===== config.mk =====
export PLATFORM = sky130hd
export DESIGN_NAME = supv_reset_gen
export DESIGN_NICKNAME = d
export VERILOG_FILES = /design/src/rtl/supv_pkg.sv /design/src/rtl/supv_tick.sv /design/src/rtl/supv_sync.sv /design/src/rtl/supv_wdog.sv /design/src/rtl/supv_hold.sv /design/src/rtl/supv_reset_gen.sv
export SDC_FILE = /design/constraint.sdc
export NUM_CORES = 1
export LEC_CHECK = 0
export BUFFER_PORTS_ARGS = -buffer_cell sky130_fd_sc_hd__buf_2
export CELL_PAD_IN_SITES_DETAIL_PLACEMENT = 1
export CELL_PAD_IN_SITES_GLOBAL_PLACEMENT = 2
export CORE_ASPECT_RATIO = 0.8
export CORE_MARGIN = 1.5
export CORE_UTILIZATION = 40
export CTS_BUF_LIST = sky130_fd_sc_hd__clkbuf_8
export DETAILED_ROUTE_END_ITERATION = 6
export PLACE_DENSITY = 0.79
export SYNTH_ARGS = -nofsm -noshare
export SYNTH_HDL_FRONTEND = slang
export SYNTH_SLANG_ARGS = --single-unit

===== constraint.sdc =====
create_clock -name clk -period 3.2 [get_ports clk]
set_input_delay 0.96 -clock clk [delete_from_list [all_inputs] [get_ports clk]]
set_output_delay 0.96 -clock clk [all_outputs]
set_load 0.005 [all_outputs]

===== src/rtl/supv_pkg.sv =====
package supv_pkg;
  typedef enum logic [1:0] {
    WD_LONG  = 2'b00,
    WD_MID   = 2'b01,
    WD_SHORT = 2'b10,
    WD_OFF   = 2'b11
  } wd_sel_e;
endpackage


===== src/rtl/supv_tick.sv =====
// Divides the system clock into a one-cycle pulse every TICK_CYCLES cycles.
module supv_tick #(
  parameter int TICK_CYCLES = 50000
) (
  input  logic clk,
  input  logic rst,
  output logic tick_o
);
  generate
    if (TICK_CYCLES <= 1) begin : g_every
      assign tick_o = 1'b1;
    end else begin : g_div
      localparam int DW = $clog2(TICK_CYCLES);
      logic [DW-1:0] div_q;
      logic          tick_q;
      always_ff @(posedge clk) begin
        if (rst) begin
          div_q  <= '0;
          tick_q <= 1'b0;
        end else if (div_q == DW'(TICK_CYCLES - 1)) begin
          div_q  <= '0;
          tick_q <= 1'b1;
        end else begin
          div_q  <= div_q + 1'b1;
          tick_q <= 1'b0;
        end
      end
      assign tick_o = tick_q;
    end
  endgenerate
endmodule


===== src/rtl/supv_sync.sv =====
// Multi-stage synchronizer for an asynchronous level.
module supv_sync #(
  parameter int STAGES = 2
) (
  input  logic clk,
  input  logic rst,
  input  logic d_i,
  output logic q_o
);
  logic [STAGES-1:0] chain_q;
  always_ff @(posedge clk) begin
    if (rst) chain_q <= '0;
    else     chain_q <= {chain_q[STAGES-2:0], d_i};
  end
  assign q_o = chain_q[STAGES-1];
endmodule


===== src/rtl/supv_wdog.sv =====
// Watchdog counter in tick units. A falling strobe edge restarts it, and so
// do a code change, an active reset and the off code.
module supv_wdog
  import supv_pkg::*;
#(
  parameter int LONG_MS  = 1400,
  parameter int MID_MS   = 600,
  parameter int SHORT_MS = 200
) (
  input  logic    clk,
  input  logic    rst,
  input  logic    tick_i,
  input  logic    cs_s_i,
  input  wd_sel_e sel_i,
  input  logic    hold_clr_i,
  output logic    expire_o
);
  localparam int MAX_A = (LONG_MS > MID_MS) ? LONG_MS : MID_MS;
  localparam int MAX_MS = (MAX_A > SHORT_MS) ? MAX_A : SHORT_MS;
  localparam int CW = $clog2(MAX_MS + 1);

  logic          cs_prev_q;
  wd_sel_e       sel_q;
  logic [CW-1:0] cnt_q;
  logic [CW-1:0] limit;
  logic          fall;
  logic          restart;
  logic          expire_q;

  always_comb begin
    case (sel_i)
      WD_LONG:  limit = CW'(LONG_MS - 1);
      WD_MID:   limit = CW'(MID_MS - 1);
      WD_SHORT: limit = CW'(SHORT_MS - 1);
      default:  limit = '1;
    endcase
  end

  assign fall    = cs_prev_q & ~cs_s_i;
  assign restart = hold_clr_i | fall | (sel_i != sel_q) | (sel_i == WD_OFF);

  always_ff @(posedge clk) begin
    if (rst) begin
      cs_prev_q <= 1'b0;
      sel_q     <= WD_OFF;
      cnt_q     <= '0;
      expire_q  <= 1'b0;
    end else begin
      cs_prev_q <= cs_s_i;
      sel_q     <= sel_i;
      expire_q  <= 1'b0;
      if (restart) begin
        cnt_q <= '0;
      end else if (tick_i) begin
        if (cnt_q >= limit) begin
          expire_q <= 1'b1;
          cnt_q    <= '0;
        end else begin
          cnt_q <= cnt_q + 1'b1;
        end
      end
    end
  end
  assign expire_o = expire_q;
endmodule


===== src/rtl/supv_hold.sv =====
// Reset state with the shared stretch timer: any low supply or watchdog
// expiry (re)starts it, and release follows HOLD_MS quiet ticks.
module supv_hold #(
  parameter int HOLD_MS = 200
) (
  input  logic clk,
  input  logic rst,
  input  logic tick_i,
  input  logic vcc_s_i,
  input  logic wd_expire_i,
  output logic active_o
);
  localparam int HW = $clog2(HOLD_MS + 1);
  logic [HW-1:0] cnt_q;
  logic          active_q;

  always_ff @(posedge clk) begin
    if (rst) begin
      active_q <= 1'b1;
      cnt_q    <= '0;
    end else if (!vcc_s_i || wd_expire_i) begin
      active_q <= 1'b1;
      cnt_q    <= '0;
    end else if (active_q && tick_i) begin
      if (cnt_q == HW'(HOLD_MS - 1)) begin
        active_q <= 1'b0;
        cnt_q    <= '0;
      end else begin
        cnt_q <= cnt_q + 1'b1;
      end
    end
  end
  assign active_o = active_q;
endmodule


===== src/rtl/supv_reset_gen.sv =====
module supv_reset_gen
  import supv_pkg::*;
#(
  parameter int TICK_CYCLES = 50000,
  parameter int HOLD_MS     = 200,
  parameter int LONG_MS     = 1400,
  parameter int MID_MS      = 600,
  parameter int SHORT_MS    = 200,
  parameter int SYNC_STAGES = 2
) (
  input  logic       clk,
  input  logic       sys_rst,
  input  logic       vcc_ok,
  input  logic       cs_wdi,
  input  logic [1:0] wd_sel,
  output logic       rst_n_o,
  output logic       rst_o
);
  logic tick;
  logic vcc_s;
  logic cs_s;
  logic wd_expire;
  logic active;
  logic rst_q;
  logic rst_n_q;

  supv_tick #(.TICK_CYCLES(TICK_CYCLES)) u_tick (
    .clk(clk), .rst(sys_rst), .tick_o(tick)
  );

  supv_sync #(.STAGES(SYNC_STAGES)) u_sync_vcc (
    .clk(clk), .rst(sys_rst), .d_i(vcc_ok), .q_o(vcc_s)
  );

  supv_sync #(.STAGES(SYNC_STAGES)) u_sync_cs (
    .clk(clk), .rst(sys_rst), .d_i(cs_wdi), .q_o(cs_s)
  );

  supv_wdog #(.LONG_MS(LONG_MS), .MID_MS(MID_MS), .SHORT_MS(SHORT_MS)) u_wdog (
    .clk(clk), .rst(sys_rst), .tick_i(tick), .cs_s_i(cs_s),
    .sel_i(wd_sel_e'(wd_sel)), .hold_clr_i(active), .expire_o(wd_expire)
  );

  supv_hold #(.HOLD_MS(HOLD_MS)) u_hold (
    .clk(clk), .rst(sys_rst), .tick_i(tick), .vcc_s_i(vcc_s),
    .wd_expire_i(wd_expire), .active_o(active)
  );

  always_ff @(posedge clk) begin
    if (sys_rst) begin
      rst_q   <= 1'b1;
      rst_n_q <= 1'b0;
    end else begin
      rst_q   <= active;
      rst_n_q <= ~active;
    end
  end

  assign rst_o   = rst_q;
  assign rst_n_o = rst_n_q;
endmodule


## Word level (Yosys, flattened, before mapping)

Index checks and enable logic that the tools add are counted.

- Flip-flop bits (word level): 47
- Logic and storage cells: 43
- Input port bits: 6

- Magnitude comparators: 1
- Equal/unequal tests: 6
- Mux-type cells: 5
- Reductions and logical operators: 9
- Bitwise operators: 7
- $add $sub $neg: 3

Operators with widths:

| kind | number |
|---|---|
| $pmux 11 s3 | 1 |
| $add 16x1->16 const B | 1 |
| $eq 16x16->1 const B | 1 |
| $add 11x1->11 const B | 1 |
| $ge 11x11->1 | 1 |
| $mux 11 | 1 |
| $add 8x1->8 const B | 1 |
| $eq 8x8->1 const B | 1 |
| $mux 8 | 1 |
| $reduce_or 2->1 | 3 |
| $eq 2x2->1 const B | 2 |
| $not 1->1 | 3 |
| $or 1x1->1 | 3 |
| $reduce_or 3->1 | 1 |
| $eq 2x1->1 const B | 1 |
| $logic_not 2->1 | 1 |
| $mux 1 | 2 |
| $ne 2x2->1 | 1 |
| $reduce_and 2->1 | 1 |
| $and 1x1->1 | 1 |
| $logic_and 1x1->1 | 1 |
| $logic_not 1->1 | 1 |
| $logic_or 1x1->1 | 1 |

## Logic depth before layout (Yosys ltp)

Gate-level depths: netlist of the first run.

- Depth in word-level cells: 6
- Gate-level depth with buffers: 9
- Mapped depth without buffers: 9

## Hierarchy

Synthesis of the first run repeated with hierarchy kept, for this count alone.

- Cell total of the unflattened synthesis: 237
- Area, all modules: 2242.2 um^2

Modules (own cells, without submodules):

| module | seq. area each (um^2) | area each (um^2) | cells each | instances |
|---|---|---|---|---|
| supv_wdog | 300.3 | 864.6 | 94 | 1 |
| supv_tick | 340.3 | 788.3 | 82 | 1 |
| supv_hold | 180.2 | 434.2 | 49 | 1 |
| supv_sync | 40.0 | 52.6 | 4 | 2 |
| supv_reset_gen | 40.0 | 50.0 | 4 | 1 |

## Worst setup path before layout of the first run

Ideal clock, no wire load.

- Path kind: input-to-reg
- Start point: input wd_sel[0]
- End point: register u_wdog.expire_q (netlist: u_wdog.expire_o)
- Setup slack: 604 ps
- Data arrival time: 2479 ps
- Stages on the path: 9
- Setup time: 117 ps
- Path buffers: 0
- Cells stage by stage: inv_1 ha_1 inv_1 ha_1 a21oi_1 nor2_1 a211oi_1 a21boi_2 nor2b_1

- Word-level cells in the longest chain between the ends: 4

Ends and longest elaborated chain:

| what | line | source |
|---|---|---|
| start: declaration | supv_reset_gen.sv:15 | `input logic [1:0] wd_sel,` |
| $eq 2x2->1 (tied with other cells) | supv_wdog.sv:31 | `case (sel_i)` |
| $pmux 11 s3 or $or 1x1->1 (tied branches) | supv_wdog.sv:31, supv_wdog.sv:40 |  |
| $ge 11x11->1 or $or 1x1->1 (tied branches) | supv_wdog.sv:55, supv_wdog.sv:40 |  |
| $mux 1 or $reduce_or 3->1 (tied branches) | n/a |  |
| end signal: assignment | supv_wdog.sv:47 | `expire_q <= 1'b0;` |
| end signal: assignment | supv_wdog.sv:51 | `expire_q <= 1'b0;` |
| end signal: assignment | supv_wdog.sv:56 | `expire_q <= 1'b1;` |
| end: declaration | supv_wdog.sv:28 | `logic expire_q;` |

Parallel ways exist; a longest one is shown, timed or not.
A chain may end at the register's enable or synchronous reset.

## Worst setup path after layout of the first run

Same ends and word-level chain as after synthesis.

==> results.json, run 1 <==
{
  "gr-usage-met3_pct": 3.62,
  "syn-instance-count": 230,
  "layout_commonest_cell": "sky130_fd_sc_hd__dfxtp_1",
  "synth_sequential_area_ratio_pct": 44.7,
  "largest_net_degree_at_the_start_of_global_routing": 16,
  "p_leak_uw": 0.000828,
  "cp_slowest_stage_delay_ns": 0.45,
  "stdcell_area_um2": 2280,
  "global_route.usage.met2_pct": 23.9,
  "post-route-drc-count": 0,
  "nFillCells": 605,
  "layout-area-overhead-vs-synth_pct": 8.38,
  "ys_ff_latch": 47,
  "first_global_vias": 1474,
  "finalSetupViolations": 0,
  "rsz0062_at_grt": "false",
  "type_of_the_setup_path_with_the_least_slack": "in2reg",
  "worstReg2RegStart": "u_wdog.cnt_q[4]",
  "fp-row-count": 23,
  "timing.reg2reg.worst_path_depth": 6,
  "initial_core_util_pct": 41.8,
  "slew-limit-headroom_pct": 58.0,
  "top_usage_layer": "met2",
  "synthDistinctLibCells": 36,
  "dpl-instance-area_um2": 2200,
  "path_cells": "buf_2, inv_1, ha_1, inv_1, ha_1, nand4_1, o22ai_1, o21ai_0, a21boi_2, nor2b_1",
  "clock_slew_at_the_register_clock_pins_of_the_worst_setup_and_hold_paths_ns": 0.09,
  "final.setup_skew_ns": 0.0103,
  "final.setup.tns_ns": 0,
  "post_synthesis_mean_instance_area_um2": 9.16,
  "routedWlPerCell_um": 13.3,
  "worst-slew-pin-transition_ns": 0.629,
  "crit_fanout": 9,
  "period_needed_ns": 2.68,
  "synth_enable_flop_cells": 0,
  "critPathCaptureType": "flip-flop",
  "syn_nets": 249,
  "place_ws_ns": 0.228,
  "critPathLaunchType": "input pin",
  "worstHoldPathType": "reg2reg",
  "fmaxAchievable_mhz": 372,
  "worstReg2RegEnd": "u_wdog.expire_o",
  "floorplan.die_area_um2": 5710,
  "worst-path-buf-inv": 3,
  "detailedRoute.firstIterationViolations": 38,
  "syn-cell-area_um2": 2110,
  "worstPathArrival_ns": 2.86,
  "final_hold_viol_count": 0,
  "finish.net_count": 259,
  "worst_hold_slack_ns": 0.444,
  "worst_path_max_delay_cell": "sky130_fd_sc_hd__o21ai_0",
  "global_route_wire_length_before_repair_um": 7170,
  "clock_tree_from_tritoncts": "yes",
  "worstSetupPathDepth": 10,
  "clkLatencyLatePin_ns": 0.30,
  "worst-r2r-setup-slack_ns": 1.28,
  "final-max-slew-violation-count": 0,
  "irDropWorstVdd_v": 0.000289,
  "detailroute.via_count": 1494,
  "tritoncts.num_buffers": 5,
  "synthFlopType": "sky130_fd_sc_hd__dfxtp_1",
  "detail_route.vias_per_cell": 4.93,
  "ioPinCount": 8,
  "cellPowerDensity_nw_per_um2": 427,
  "crit_start": "wd_sel[0]",
  "antenna_cells_inserted": 0,
  "regArea_um2": 941,
  "cts-root-to-sink-buffers": 2,
  "antenna_found_initial": 0,
  "floorplan.die.width_um": 84.1,
  "crit_end": "u_wdog.expire_o",
  "routabilityCongestion": 0.812,
  "timing.critical_path.required_ns": 3.38,
  "port_buffers": 7,
  "die_h_um": 67.9,
  "finalWorstSetupSlack_ns": 0.515,
  "proportion_of_register_bits_with_asynchronous_set_or_reset_after_synthesis_pct": 0,
  "family_with_the_most_delay_on_the_worst_path": "compound AO/OA/AOI/OAI gates",
  "dr.pass1.iters": 4,
  "place_hpwl_um": 3080,
  "cts_root_buf": "sky130_fd_sc_hd__clkbuf_8",
  "grt_remaining_overflow": 0,
  "drt_wl_total_um": 4030,
  "grt.met1_usage_pct": 23.7,
  "post-cts-setup-buffer-count": 0,
  "post_route_cells_drive_above_1_share_pct": 9.13,
  "yosys_warnings": 0,
  "max_cap_violations": 0,
  "grt_usage_pct": 16.5,
  "antenna_violating_nets_post_route": 0,
  "final.period_utilization_pct": 83.9,
  "layout_common_cells": "sky130_fd_sc_hd__dfxtp_1 (47), sky130_fd_sc_hd__nor2_1 (34), sky130_fd_sc_hd__nand2_1 (17), sky130_fd_sc_hd__xor2_1 (17), sky130_fd_sc_hd__ha_1 (13)",
  "clkSinkCount": 47,
  "cts.hold.buffers_added": 0,
  "multi_input_area_um2": 1100,
  "post_cts_resize_count": 0,
  "cts-htree-levels": 2,
  "outcome": "finished clean",
  "core_um2": 5040
}
## layer usage
metal  vias to the layer above  share of wire, %
met1                       687                55
met2                         9                42
met4                         0               1.1
met5                         -                 0
met3                         5               2.1
li1                        793                 -
## state kept, by name, indices dropped and copies added, names as in the netlist
register / flops
u_wdog.sel_q: 2
u_tick.tick_o: 1
u_sync_vcc.chain_q: 2
u_hold.cnt_q: 8
rst_n_o: 1
u_hold.active_o: 1
u_wdog.expire_o: 1
u_tick.g_div.div_q: 16
u_sync_cs.chain_q: 2
u_wdog.cs_prev_q: 1
rst_o: 1
u_wdog.cnt_q: 11
## synthesized netlist by cell type, types with 6 or more instances
master,number,share of area [%]
sky130_fd_sc_hd__a21oi_1,9,2.1
sky130_fd_sc_hd__xnor2_1,12,5.0
sky130_fd_sc_hd__dfxtp_1,47,45
sky130_fd_sc_hd__and3_1,6,1.8
sky130_fd_sc_hd__inv_1,10,1.8
sky130_fd_sc_hd__xor2_1,17,7.1
sky130_fd_sc_hd__ha_1,13,7.7
sky130_fd_sc_hd__nor3_1,9,2.1
sky130_fd_sc_hd__nor2b_1,7,2.1
sky130_fd_sc_hd__nor2_1,34,6.1
sky130_fd_sc_hd__nand3_1,7,1.7
sky130_fd_sc_hd__nand2_1,17,3.0
sky130_fd_sc_hd__nand4_1,12,3.6
## power by group
part	switching, uW	internal (uW)	total, uW	leakage (uW)
combinational	21.5	14.6	36.1	0.000402
sequential	4.94	592	596	0.000381
clock	193	150	343	0.0000453
## cell type report
type | count | share of cell area (%)
clock buffers | 5 | 3.02
clock inverters | 3 | 0.713
inverters | 10 | 1.64
multi-input cells | 168 | 48.1
flip-flops and latches | 47 | 41.2
well taps | 62 | 3.40
repair buffers | 8 | 1.86
## how the worst min path moves through the flow
stage	startpoint	to	depth (start not counted)
after global routing	u_sync_vcc.chain_q[0]	u_sync_vcc.chain_q[1]	1
after floorplan	u_sync_cs.chain_q[0]	u_sync_cs.chain_q[1]	1
after global placement	u_sync_vcc.chain_q[0]	u_sync_vcc.chain_q[1]	1
after CTS	u_sync_vcc.chain_q[0]	u_sync_vcc.chain_q[1]	1
final	u_sync_vcc.chain_q[0]	u_sync_vcc.chain_q[1]	1
after detailed placement	u_sync_vcc.chain_q[0]	u_sync_vcc.chain_q[1]	1
## metrics by stage
| stage | cells | total power (uW) | utilization, % |
|---|---|---|---|
| 3_3_place_gp | 295 | 647 | 43.6 |
| 6_report | 303 | 975 | 45.3 |
| 2_1_floorplan | 230 | 636 | - |
| 4_1_cts | 303 | 993 | 45.3 |
| 5_1_grt | 303 | 1020 | 45.3 |
| 3_5_place_dp | 295 | 648 | 43.6 |
## cell families after synthesis
kind of cell | synth area share (%)
buffers and inverters | 3.15
multiplexers | 0.475
AO/OA/AOI/OAI | 5.76
flip-flops | 44.7
AND/OR/NAND/NOR | 26.1
XOR/XNOR | 12.1
adder cells (fa/ha/maj) | 7.72
Power figures use the tool's default switching activity.
==> run 2: changes to the inputs <==
- ABC_AREA: not set -> 1
- CORE_UTILIZATION: 40 -> 38
- clock period: 3.2 -> 2.8 ns (I/O delays scaled with it)
==> run 2 against run 1 <==
Against the previous run: core utilization fell by 2.3 points; sequential cell count did not move; critical path type unchanged; clock skew fell by 0.0025 ns; die area rose by 17%; critical endpoint is now u_wdog.cnt_q[0]; largest cell class unchanged; clock power rose by 46%; cell count rose by 31%; combinational power rose by 22%; sequential share of layout area fell by 4.4 points.
==> results.json, run 2 <==
{
  "whs_path_depth": 2,
  "floorplan.die.width_um": 90.9,
  "antenna_found_initial": 0,
  "netlist_top_cells_area": "sky130_fd_sc_hd__dfxtp_1 (40%), sky130_fd_sc_hd__nand2_1 (8.8%), sky130_fd_sc_hd__nor2_1 (7.5%)",
  "proportion_of_register_bits_with_asynchronous_set_or_reset_after_synthesis_pct": 0,
  "dr.pass1.iters": 4,
  "detail_route.vias_per_cell": 4.59,
  "yosysTopAreaCellShare_pct": 40.0,
  "antenna_violating_nets_post_route": 0,
  "irDropWorstVdd_v": 0.000305,
  "crit_fanout": 11,
  "largest_registers": "u_tick.g_div.div_q: 16 flops, u_wdog.cnt_q: 11 flops, u_hold.cnt_q: 8 flops",
  "final.setup_skew_ns": 0.00779,
  "detailroute.via_count": 1818,
  "synth_enable_flop_cells": 0,
  "synthDistinctLibCells": 28,
  "fp-row-count": 25,
  "outcome": "finished clean",
  "syn-instance-count": 304,
  "clock_tree_from_tritoncts": "yes",
  "clock_slew_at_the_register_clock_pins_of_the_worst_setup_and_hold_paths_ns": 0.09,
  "post_synthesis_mean_instance_area_um2": 7.73,
  "antenna_cells_inserted": 0,
  "finish.net_count": 333,
  "rsz0062_at_grt": "false",
  "drt_wl_total_um": 4920,
  "ioPinCount": 8,
  "final.period_utilization_pct": 83.2,
  "grt_usage_pct": 16.6,
  "cellPowerDensity_nw_per_um2": 479,
  "worst-slew-pin-transition_ns": 0.489,
  "dpl-instance-area_um2": 2440,
  "critPathLaunchType": "input pin",
  "flip_flop_count_of_the_largest_register_after_layout": 16,
  "core_um2": 5940,
  "routedWlPerCell_um": 12.4,
  "p_leak_uw": 0.000960,
  "largest_net_degree_at_the_start_of_global_routing": 17,
  "finalSetupViolations": 0,
  "synth_common_cells": "sky130_fd_sc_hd__nand2_1 (55), sky130_fd_sc_hd__dfxtp_1 (47), sky130_fd_sc_hd__nor2_1 (47)",
  "syn_nets": 323,
  "worst-r2r-setup-slack_ns": 1.16,
  "cts-htree-levels": 2,
  "port_buffers": 7,
  "global_route_wire_length_before_repair_um": 8510,
  "syn-cell-area_um2": 2350,
  "die_h_um": 73.3,
  "stdcell_area_um2": 2550,
  "place_hpwl_um": 3900,
  "tritoncts.num_buffers": 5,
  "worstPathArrival_ns": 2.51,
  "cts_root_buf": "sky130_fd_sc_hd__clkbuf_8",
  "min_from": "u_sync_vcc.chain_q[0]",
  "min_delay_worst_endpoint": "u_sync_vcc.chain_q[1]",
  "routabilityCongestion": 0.756,
  "initial_core_util_pct": 39.5,
  "worst_hold_slack_ns": 0.410,
  "final_hold_viol_count": 0,
  "synth_top_area_cell": "sky130_fd_sc_hd__dfxtp_1",
  "worstHoldPathType": "reg2reg",
  "worstReg2RegStart": "u_wdog.cnt_q[5]",
  "cts.hold.buffers_added": 0,
  "grt_remaining_overflow": 0,
  "type_of_the_setup_path_with_the_least_slack": "in2reg",
  "yosys_warnings": 0,
  "yosysMostFrequentCell": "sky130_fd_sc_hd__nand2_1",
  "final.setup.tns_ns": 0,
  "period_needed_ns": 2.33,
  "synthFlopType": "sky130_fd_sc_hd__dfxtp_1",
  "nFillCells": 761,
  "synth_sequential_area_ratio_pct": 40.0,
  "timing.reg2reg.worst_path_depth": 10,
  "max_cap_violations": 0,
  "worstReg2RegEnd": "u_wdog.cnt_q[0]",
  "cts-root-to-sink-buffers": 2,
  "final_core_util_pct": 43.0,
  "clkSinkCount": 47,
  "fmaxAchievable_mhz": 429,
  "design_power_total_uw": 1220,
  "post-route-drc-count": 0,
  "layout_commonest_cell": "sky130_fd_sc_hd__nand2_1",
  "layout_common_cells": "sky130_fd_sc_hd__nand2_1 (55), sky130_fd_sc_hd__nor2_1 (47), sky130_fd_sc_hd__dfxtp_1 (47)",
  "final-max-slew-violation-count": 0,
  "clkLatencyLatePin_ns": 0.30,
  "slew-limit-headroom_pct": 67.1,
  "post_route_cells_drive_above_1_share_pct": 14.3,
  "top_register_by_number_of_flip_flops": "u_tick.g_div.div_q",
  "ys_ff_latch": 47,
  "timing.critical_path.required_ns": 2.98,
  "detailedRoute.firstIterationViolations": 42,
  "post-cts-setup-buffer-count": 0,
  "layout-area-overhead-vs-synth_pct": 8.68,
  "floorplan.die_area_um2": 6670,
  "critPathCaptureType": "flip-flop",
  "first_global_vias": 1749,
  "post_cts_resize_count": 0
}
[run 2: changes by cell type in the layout (fill, tap and decap cells not counted), sizes merged, moves of 4 or more]
cell,delta
and3,-6
xnor2,-7
inv,+29
xor2,-7
nand2,+43
nor2b,-7
nand4,-5
a21oi,+4
nor2,+25
nand3,+8
or2,+4
[run 2: worst max path at each step]
stage	from	cells after the start	end	slack (ns)
finish	wd_sel[0]	12	u_wdog.cnt_q[0]	0.47
global route	wd_sel[0]	12	u_wdog.cnt_q[0]	0.30
CTS	wd_sel[0]	12	u_wdog.cnt_q[0]	0.46
detailed placement	wd_sel[0]	12	u_wdog.cnt_q[0]	0.13
global placement	wd_sel[0]	12	u_wdog.cnt_q[0]	0.22
floorplan	wd_sel[0]	12	u_wdog.cnt_q[8]	0.53
[run 2: final cells by class]
type / instances / area, um^2 / share of cell area, %
clock buffer: 5 / 68.8 / 2.69
clock inverter: 3 / 43.8 / 1.71
inverter: 41 / 155 / 6.08
multi-input combinational: 212 / 1210 / 47.3
sequential: 47 / 941 / 36.8
tap: 81 / 101 / 3.97
timing repair buffer: 7 / 35.0 / 1.37
[run 2: stage by stage]
step / std cells / worst slack, ns
after floorplan: 304 / 0.526
after global placement: 388 / 0.221
after detailed placement: 388 / 0.135
after global routing: 396 / 0.297
after CTS: 396 / 0.459
final: 396 / 0.471
[run 2: power by group]
group / switching, uW / total [uW] / internal, uW
sequential: 3.92 / 680 / 676
clock: 234 / 500 / 266
combinational: 28.5 / 44.0 / 15.5
[run 2: cell families after synthesis]
family                     synth area share, %
AOI/OAI and AO/OA                         4.15
DFF                                       40.0
and+or+nand+nor                           34.3
buffers and inverters                     8.52
adders and majority gates                 6.92
xor gates and xnor gates                  5.59
muxes                                    0.426
[run 2: routing by layer]
metal,GRT usage [%],share of wire [%]
met5,0,0
met4,4.69,1.0
met3,3.42,1.6
met2,22.6,37
met1,25.8,60
[run 2: worst max-delay path, cell delays in order]
cell	delay (ns)
sky130_fd_sc_hd__buf_2	0.09
sky130_fd_sc_hd__inv_1	0.10
sky130_fd_sc_hd__ha_1	0.30
sky130_fd_sc_hd__inv_1	0.07
sky130_fd_sc_hd__ha_1	0.30
sky130_fd_sc_hd__nand2_1	0.07
sky130_fd_sc_hd__nor3_1	0.17
sky130_fd_sc_hd__nand2_1	0.07
sky130_fd_sc_hd__nand2_1	0.05
sky130_fd_sc_hd__nand2_1	0.07
sky130_fd_sc_hd__nand2_2	0.31
sky130_fd_sc_hd__nor2_1	0.07
